### config.mk
export PLATFORM = sky130hd
export DESIGN_NAME = exec_seq
export DESIGN_NICKNAME = d
export VERILOG_FILES = /design/src/rtl/exec_seq_pkg.sv /design/src/rtl/exec_seq_decode.sv /design/src/rtl/exec_seq_fsm.sv /design/src/rtl/exec_seq_drive.sv /design/src/rtl/exec_seq.sv
export SDC_FILE = /design/constraint.sdc
export NUM_CORES = 1
export LEC_CHECK = 0
export BUFFER_PORTS_ARGS = -buffer_cell sky130_fd_sc_hd__buf_2
export CORE_ASPECT_RATIO = 1.75
export CORE_MARGIN = 2
export CORE_UTILIZATION = 48
export CTS_CLUSTER_SIZE = 10
export DETAILED_ROUTE_END_ITERATION = 10
export PLACE_DENSITY = 0.78
export SLEW_MARGIN = 20
export SYNTH_ARGS = -nofsm -noshare
export SYNTH_HDL_FRONTEND = slang
export SYNTH_HIERARCHICAL = 1
export SYNTH_SLANG_ARGS = --single-unit
export TNS_END_PERCENT = 10
### constraint.sdc
create_clock -name clk -period 1.86 [get_ports clk]
set_input_delay 0.186 -clock clk [delete_from_list [all_inputs] [get_ports clk]]
set_output_delay 0.186 -clock clk [all_outputs]
set_load 0.02 [all_outputs]
### src/rtl/exec_seq_pkg.sv
package exec_seq_pkg;

    localparam int CW_W   = 11;
    localparam int FLD_W  = 4;
    localparam int SEL_W  = FLD_W - 1;
    localparam int OP_W   = 4;
    localparam int TY_W   = 3;
    localparam int DIR_W  = 3;

    localparam int TY_HI  = CW_W - 1;
    localparam int TY_LO  = CW_W - TY_W;
    localparam int DIR_HI = TY_LO - 1;
    localparam int DIR_LO = TY_LO - DIR_W;
    localparam int OP_HI  = DIR_LO - 1;
    localparam int OP_LO  = 1;

    localparam logic [TY_W-1:0]  TY_MOVE = 3'b000;
    localparam logic [TY_W-1:0]  TY_ARLG = 3'b001;
    localparam logic [TY_W-1:0]  TY_JUMP = 3'b010;
    localparam logic [TY_W-1:0]  TY_CALL = 3'b100;

    localparam logic [DIR_W-1:0] DIR_REG = 3'b000;
    localparam logic [DIR_W-1:0] DIR_IMM = 3'b010;

    localparam logic [OP_W-1:0]  OP_LAST = 4'b1011;

    typedef enum logic [2:0] {
        ST_IDLE,
        ST_READ,
        ST_WRITE,
        ST_FINISH,
        ST_REJECT
    } seq_state_t;

    typedef struct packed {
        logic             ok;
        logic             is_alu;
        logic             from_imm;
        logic             flow;
        logic             wide;
        logic [OP_W-1:0]  op;
        logic [SEL_W-1:0] src;
        logic [SEL_W-1:0] dst;
    } plan_t;

    function automatic logic op_known(input logic [OP_W-1:0] op);
        return op <= OP_LAST;
    endfunction

    function automatic logic is_flow_type(input logic [TY_W-1:0] ty);
        return (ty == TY_JUMP) || (ty == TY_CALL);
    endfunction

endpackage

### src/rtl/exec_seq_decode.sv
module exec_seq_decode
    import exec_seq_pkg::*;
(
    input  logic [CW_W-1:0]  cw,
    input  logic [FLD_W-1:0] src_fld,
    input  logic [FLD_W-1:0] dst_fld,
    output plan_t            plan
);
    logic [TY_W-1:0]  ty;
    logic [DIR_W-1:0] dir;
    logic [OP_W-1:0]  op;
    logic             type_ok;
    logic             dir_ok;
    logic             src_ok;
    logic             dst_ok;
    logic             op_ok;

    always_comb begin
        ty      = cw[TY_HI:TY_LO];
        dir     = cw[DIR_HI:DIR_LO];
        op      = cw[OP_HI:OP_LO];
        type_ok = (ty == TY_MOVE) || (ty == TY_ARLG);
        dir_ok  = (dir == DIR_REG) || (dir == DIR_IMM);
        src_ok  = (dir == DIR_IMM) || !src_fld[FLD_W-1];
        dst_ok  = !dst_fld[FLD_W-1];
        op_ok   = (ty != TY_ARLG) || op_known(op);

        plan          = '0;
        plan.ok       = type_ok && dir_ok && src_ok && dst_ok && op_ok;
        plan.is_alu   = (ty == TY_ARLG);
        plan.from_imm = (dir == DIR_IMM);
        plan.flow     = is_flow_type(ty);
        plan.wide     = cw[0];
        plan.op       = (ty == TY_ARLG) ? op : '0;
        plan.src      = src_fld[SEL_W-1:0];
        plan.dst      = dst_fld[SEL_W-1:0];
    end
endmodule

### src/rtl/exec_seq_fsm.sv
module exec_seq_fsm
    import exec_seq_pkg::*;
(
    input  logic       clk,
    input  logic       rst,
    input  logic       accept,
    input  plan_t      plan_in,
    output seq_state_t state,
    output plan_t      plan_q
);
    seq_state_t state_nx;

    always_comb begin
        state_nx = state;
        case (state)
            ST_IDLE: begin
                if (accept) state_nx = plan_in.ok ? ST_READ : ST_REJECT;
            end
            ST_READ:   state_nx = ST_WRITE;
            ST_WRITE:  state_nx = ST_FINISH;
            ST_FINISH: state_nx = ST_IDLE;
            ST_REJECT: state_nx = ST_IDLE;
            default:   state_nx = ST_IDLE;
        endcase
    end

    always_ff @(posedge clk) begin
        if (rst) begin
            state  <= ST_IDLE;
            plan_q <= '0;
        end else begin
            state <= state_nx;
            if (accept && state == ST_IDLE) plan_q <= plan_in;
        end
    end
endmodule

### src/rtl/exec_seq_drive.sv
module exec_seq_drive
    import exec_seq_pkg::*;
(
    input  seq_state_t       state,
    input  plan_t            plan_q,
    output logic             rd_en,
    output logic [SEL_W-1:0] rd_sel,
    output logic             imm_sel,
    output logic             wr_en,
    output logic [SEL_W-1:0] wr_sel,
    output logic             wide,
    output logic             alu_en,
    output logic [OP_W-1:0]  alu_op,
    output logic             done,
    output logic             unsupported,
    output logic             flow_ctl
);
    always_comb begin
        rd_en       = 1'b0;
        rd_sel      = '0;
        imm_sel     = 1'b0;
        wr_en       = 1'b0;
        wr_sel      = '0;
        wide        = 1'b0;
        alu_en      = 1'b0;
        alu_op      = '0;
        done        = 1'b0;
        unsupported = 1'b0;
        flow_ctl    = 1'b0;
        case (state)
            ST_READ: begin
                imm_sel = plan_q.from_imm;
                rd_en   = !plan_q.from_imm;
                rd_sel  = plan_q.from_imm ? '0 : plan_q.src;
                wide    = plan_q.wide;
                alu_op  = plan_q.op;
            end
            ST_WRITE: begin
                wr_en  = 1'b1;
                wr_sel = plan_q.dst;
                wide   = plan_q.wide;
                alu_en = plan_q.is_alu;
                alu_op = plan_q.op;
            end
            ST_FINISH: begin
                done = 1'b1;
            end
            ST_REJECT: begin
                done        = 1'b1;
                unsupported = 1'b1;
                flow_ctl    = plan_q.flow;
            end
            default: ;
        endcase
    end
endmodule

### src/rtl/exec_seq.sv
module exec_seq
    import exec_seq_pkg::*;
(
    input  logic             clk,
    input  logic             rst,
    input  logic             cw_valid,
    input  logic [CW_W-1:0]  cw,
    input  logic [FLD_W-1:0] src_fld,
    input  logic [FLD_W-1:0] dst_fld,
    output logic             ready,
    output logic             rd_en,
    output logic [SEL_W-1:0] rd_sel,
    output logic             imm_sel,
    output logic             wr_en,
    output logic [SEL_W-1:0] wr_sel,
    output logic             wide,
    output logic             alu_en,
    output logic [OP_W-1:0]  alu_op,
    output logic             done,
    output logic             unsupported,
    output logic             flow_ctl
);
    plan_t      plan_in;
    plan_t      plan_q;
    seq_state_t state;
    logic       accept;

    assign ready  = (state == ST_IDLE);
    assign accept = cw_valid && ready;

    exec_seq_decode u_decode (
        .cw      (cw),
        .src_fld (src_fld),
        .dst_fld (dst_fld),
        .plan    (plan_in)
    );

    exec_seq_fsm u_fsm (
        .clk     (clk),
        .rst     (rst),
        .accept  (accept),
        .plan_in (plan_in),
        .state   (state),
        .plan_q  (plan_q)
    );

    exec_seq_drive u_drive (
        .state       (state),
        .plan_q      (plan_q),
        .rd_en       (rd_en),
        .rd_sel      (rd_sel),
        .imm_sel     (imm_sel),
        .wr_en       (wr_en),
        .wr_sel      (wr_sel),
        .wide        (wide),
        .alu_en      (alu_en),
        .alu_op      (alu_op),
        .done        (done),
        .unsupported (unsupported),
        .flow_ctl    (flow_ctl)
    );
endmodule

==> key figures, run 1 <==
Status
  • Status: finished clean

CTS
  • CTS H-tree depth: 1
  • Clock Pin Slew Worst Setup and Hold Paths: 0.10 ns
  • Root buffer cell: clkbuf_4
  • CTS tree: done
  • Max Root-Sink Buffers: 2
  • Clock buffer count from CTS: 3
  • Clk Latency, worst-skew pair: 0.29 ns
  • Post-CTS setup buffer count: 0
  • Clock Sinks: 17

Critical path
  • CP top delay family: simple AND/OR/NAND/NOR gates
  • CP Launch Type: register
  • Kind of critical path: register to output port
  • Critical Path, Cell by Cell: buf_4, nor4b_4, and2_1, buf_2
  • Largest stage delay on the critical path: 0.41 ns
  • Critical Path AT: 1.51 ns
  • CP Capture Type: output port
  • Crit Path Max Fanout: 8
  • CP bufs+invs: 2
  • Crit-path slowest cell: dfxtp_1
  • Data required time at the worst endpoint: 1.67 ns

GRT
  • Vias in the first global route: 835
  • Total congestion overflow: 0
  • Global Route Usage Sum: 18.02%
  • Initial antenna violation count: 0
  • First-pass GRT wire length: 3.339 mm
  • Largest net degree at the start of global routing: 32

Floorplan
  • Starting Density: 50.77%
  • # rows: 22
  • I/O pin cnt: 41
  • Core box area: 0.002120 mm^2
  • Die width: 39.79 um
  • Die Y-Extent: 66.64 um
  • Die ar.: 0.002651 mm^2

Final layout
  • Total Nets Final: 171
  • Diode count: 0
  • Share of layout cells above drive strength 1: 37.16%
  • P&R area growth vs syn: 18.49%
  • Non-filler cells, final: 172

Place
  • Dpl cells: 168
  • Setup WS pre-CTS: 0.1648 ns
  • I/O Buffers: 40
  • Hpwl dp: 1.606 mm
  • GP Congestion: 0.6983

Logic synthesis
  • Post-synthesis cell area: 0.001076 mm^2
  • Cells after Synth: 113
  • Mean Syn Cell Area: 9.522 um^2
  • Post-Syn Nets: 135
  • Synth warn: 6

Drt
  • Via count: 854
  • Remaining DRCs: 0
  • Drt pass-1 iters: 4
  • Final wirelength: 2.059 mm
  • Routed wl met3: 90 um
  • Top layer in use: met4
  • WL met2: 1.091 mm
  • Initial DRC Count: 17
  • Final ANT Viol Nets: 0
  • Wire per inst: 11.97 um
  • Via density: 4.965
  • Met1 Wirelength: 854 um

STA
  • Hold violation count in the final report: 0
  • Actual slew at the worst max-slew pin: 0.4439 ns
  • Post-route setup slack: 0.1687 ns
  • Final hold slack: 0.1497 ns
  • Final worst clock skew: 0.005146 ns
  • Setup_tns: 0 ns
  • RSZ-0062 raised after global routing: false
  • Slew HR: 70.19%
  • Fin. max-slew vios: 0
  • Final worst-path cycle share: 90.93%
  • Fmax: 0.5913 GHz
  • Post-layout minimum cycle time: 1.691 ns
  • Setup Viol. Count Final: 0

Power and ir drop
  • IR drop worst, VDD: 0.3823 mV
  • P per Cell Area: 568.6 mW/mm^2
  • Pleak: 0.5776 nW

Job
  • Max-cap violations: 0

Min path
  • Hold Path Class: input pin to register
==> tightest hold or removal path: stages <==
cell      delay [ns]
buf_2           0.09
nand2b_1        0.05
mux2i_1         0.06
==> placed cells by master (no fill, tap or decap) <==
cell and n:
dfxtp_2 1, nor4_1 1, buf_2 40, xnor2_1 3, nor4b_2 1, a21oi_1 1
nand2b_1 28, nor4bb_1 1, nor4b_4 2, and2_1 9, clkbuf_4 3, nor3_1 2
clkinv_2 1, nand2_1 1, dfxtp_1 16, or4_1 1, nor3b_2 2, nor2b_1 1
o21bai_1 1, nor4_2 1, nor2_1 2, and3_1 5, buf_4 4, mux2i_1 14
nor3b_1 7
==> timing repair <==
action                     CTS  global route
hold buffers                 0             0
gates resized for setup      0             1
setup endpoints to repair    0             5
==> path summary, 6_finish.rpt <==
kind | from | endpoint | slack [ns] | cells after the start
hold reg to reg | u_fsm/plan_q[2] | u_fsm/plan_q[2] | 0.48 | 2
setup / recovery | u_fsm/state[1] | rd_sel[1] | 0.17 | 4
setup reg to reg | u_fsm/state[1] | u_fsm/plan_q[8] | 0.22 | 4
hold / removal | src_fld[0] | u_fsm/plan_q[3] | 0.15 | 3
==> per-stage QoR <==
step	utilization (%)	power, W	cell area (um^2)
after detailed placement	58.80	0.0005395	1246
after global routing	60.15	0.0007646	1275
after floorplan	-	0.0005087	1076
after CTS	60.09	0.0007312	1274
after global placement	58.80	0.0005342	1246
final	60.15	0.0007249	1275
==> cell type report <==
class / count / area [um^2]
Fill cell: 187 / 844.6
Tap cell: 24 / 30.03
Sequential cell: 17 / 341.6
Timing Repair Buffer: 44 / 230.2
Clock inverter: 1 / 5.005
Multi-Input combinational cell: 83 / 645.6
Clock buffer: 3 / 22.52
==> per-layer routing <==
layer / up-vias / GRT usage, %
met5: - / 0
met4: 0 / 9.052
met3: 2 / 2.000
met2: 24 / 31.15
met1: 386 / 20.37
li1: 442 / -
==> power breakdown <==
group          switching (W)  leakage [nW]  internal, W
registers          0.0000104         0.139     0.000382
clock network       0.000114        0.0177    0.0000798
logic              0.0000658         0.421    0.0000729
==> flip-flops by register name, summed over array words and instances (netlist names) <==
signal / cells
u_fsm/plan_q: 14
u_fsm/state: 3
Note: power is estimated with default switching activity, not from simulation.
==> run 2, diff against run 1 <==
MAX_ROUTING_LAYER = met4   (was unset)
==> key figures, run 2 (synthesis gave the netlist of run 1 again) <==
Final layout
  • Commonest non-fill, non-tap cell in the layout: buf_2
  • Total Nets Final: 171
  • P&R area growth vs syn: 18.49%
  • Top flop regs: u_fsm/plan_q x14, u_fsm/state x3
  • Commonest cells after routing, fill and taps aside: buf_2, nand2b_1, dfxtp_1
  • Diode count: 0
  • Reg with most FFs: u_fsm/plan_q
  • Register area: 341.6 um^2
  • Multi-input logic area: 645.6 um^2
  • Fillers: 187
  • Non-filler cells, final: 172
  • Final instance area: 0.001275 mm^2
  • Final core occ: 60.15%
  • Largest register FFs: 14
  • Share of layout cells above drive strength 1: 37.16%

GRT
  • Total congestion overflow: 0
  • Largest net degree at the start of global routing: 32
  • Initial antenna violation count: 0
  • First-pass GRT wire length: 3.332 mm
  • Vias in the first global route: 832
  • Global Route Usage Sum: 18.45%

CTS
  • Root buffer cell: clkbuf_4
  • Clock Sinks: 17
  • CTS H-tree depth: 1
  • Max Root-Sink Buffers: 2
  • Clock Pin Slew Worst Setup and Hold Paths: 0.10 ns
  • CTS tree: done
  • Clock buffer count from CTS: 3
  • Number of hold buffers added after cts: 0
  • Clk Latency, worst-skew pair: 0.29 ns
  • Post-CTS setup buffer count: 0

STA
  • RSZ-0062 raised after global routing: false
  • Actual slew at the worst max-slew pin: 0.5083 ns
  • Final worst-path cycle share: 90.79%
  • Slew HR: 65.87%
  • Setup Viol. Count Final: 0
  • Fmax: 0.5922 GHz
  • Hold violation count in the final report: 0
  • Setup_tns: 0 ns
  • Post-layout minimum cycle time: 1.689 ns
  • Final worst clock skew: 0.002475 ns
  • Fin. max-slew vios: 0

Drt
  • Final wirelength: 2.042 mm
  • Remaining DRCs: 0
  • Drt pass-1 iters: 4
  • Via count: 873
  • Final ANT Viol Nets: 0
  • Via density: 5.076
  • Wire per inst: 11.87 um
  • Initial DRC Count: 26

Floorplan
  • Die width: 39.79 um
  • I/O pin cnt: 41
  • # rows: 22
  • Die Y-Extent: 66.64 um
  • Die ar.: 0.002651 mm^2
  • Core box area: 0.002120 mm^2
  • Starting Density: 50.77%

Critical path
  • CP Launch Type: register
  • Kind of critical path: register to output port
  • Crit Path Max Fanout: 8
  • CP Capture Type: output port
  • Setup slack, reg-to-reg: 0.23 ns
  • Critical Path AT: 1.50 ns
  • R2R Path Start: u_fsm/state[1]
  • Reg2reg path depth: 4
  • RR Endpoint: u_fsm/plan_q[8]
  • Data required time at the worst endpoint: 1.67 ns

Place
  • Placed instance area: 0.001246 mm^2
  • GP Congestion: 0.7060
  • Dpl cells: 168
  • Hpwl dp: 1.606 mm
  • I/O Buffers: 40

Min path
  • WHS Path Cells: 3
  • HP Start: src_fld[0]
  • Hold Path Class: input pin to register
  • Hold Path End: u_fsm/plan_q[3]

Power and ir drop
  • Pleak: 0.5776 nW
  • IR drop worst, VDD: 0.3861 mV
  • Pwr Total: 0.0007252 W
  • P per Cell Area: 568.8 mW/mm^2

Job
  • Max-cap violations: 0

Status
  • Status: finished clean
run 2: cell counts in the layout (fill, tap and decap cells not counted):
Identical to the previous run, type by type.
run 2: how the worst max path moves through the flow:
stage	start	to	slack (ns)
5_1_grt	u_fsm/state[1]	rd_sel[2]	0.04
3_5_place_dp	u_fsm/state[0]	u_fsm/plan_q[8]	0.16
6_report	u_fsm/state[1]	rd_sel[1]	0.17
3_3_place_gp	u_fsm/state[0]	u_fsm/state[2]	0.20
2_1_floorplan	u_fsm/state[2]	flow_ctl	0.12
4_1_cts	u_fsm/state[0]	alu_op[3]	0.02
run 2: area by class of cell:
cell class                      instances  area share, %
Clock inverter                          1         0.3925
Multi-Input combinational cell         83          50.64
Tap cell                               24          2.355
Sequential cell                        17          26.79
Clock buffer                            3          1.766
Timing Repair Buffer                   44          18.06
run 2: timing repair:
action	in CTS	in global routing
endpoints found under the setup margin	0	5
hold endpoints to repair	0	0
gates resized for setup	0	1
run 2: metrics by stage:
| step | hold slack, ns | worst slack, ns |
|---|---|---|
| 3_5_place_dp | 0.4575 | 0.1648 |
| 6_report | 0.1509 | 0.1713 |
| 4_1_cts | 0.1433 | 0.02453 |
| 2_1_floorplan | 0.3696 | 0.1193 |
| 5_1_grt | 0.1371 | 0.04198 |
| 3_3_place_gp | 0.4494 | 0.1976 |
run 2: worst max-delay path, cell delays in order, from the launching register on:
cell and delay (ns):
dfxtp_1 0.40, buf_4 0.20, nor4b_4 0.30, and2_1 0.16
buf_2 0.15
run 2: routing by layer:
metal / vias to the layer above / share of wire [%] / track usage [%]
met3: 2 / 4.7 / 2.000
met4: 0 / 1.1 / 9.052
met1: 399 / 41 / 20.37
met5: - / 0 / -
met2: 28 / 53 / 31.15
li1: 444 / - / -
run 2: where the power goes:
group          switching [W]  total, W  internal, W
clock               0.000115  0.000195    0.0000798
combinational      0.0000655  0.000138    0.0000729
sequential         0.0000104  0.000392     0.000382
total               0.000191  0.000725     0.000534
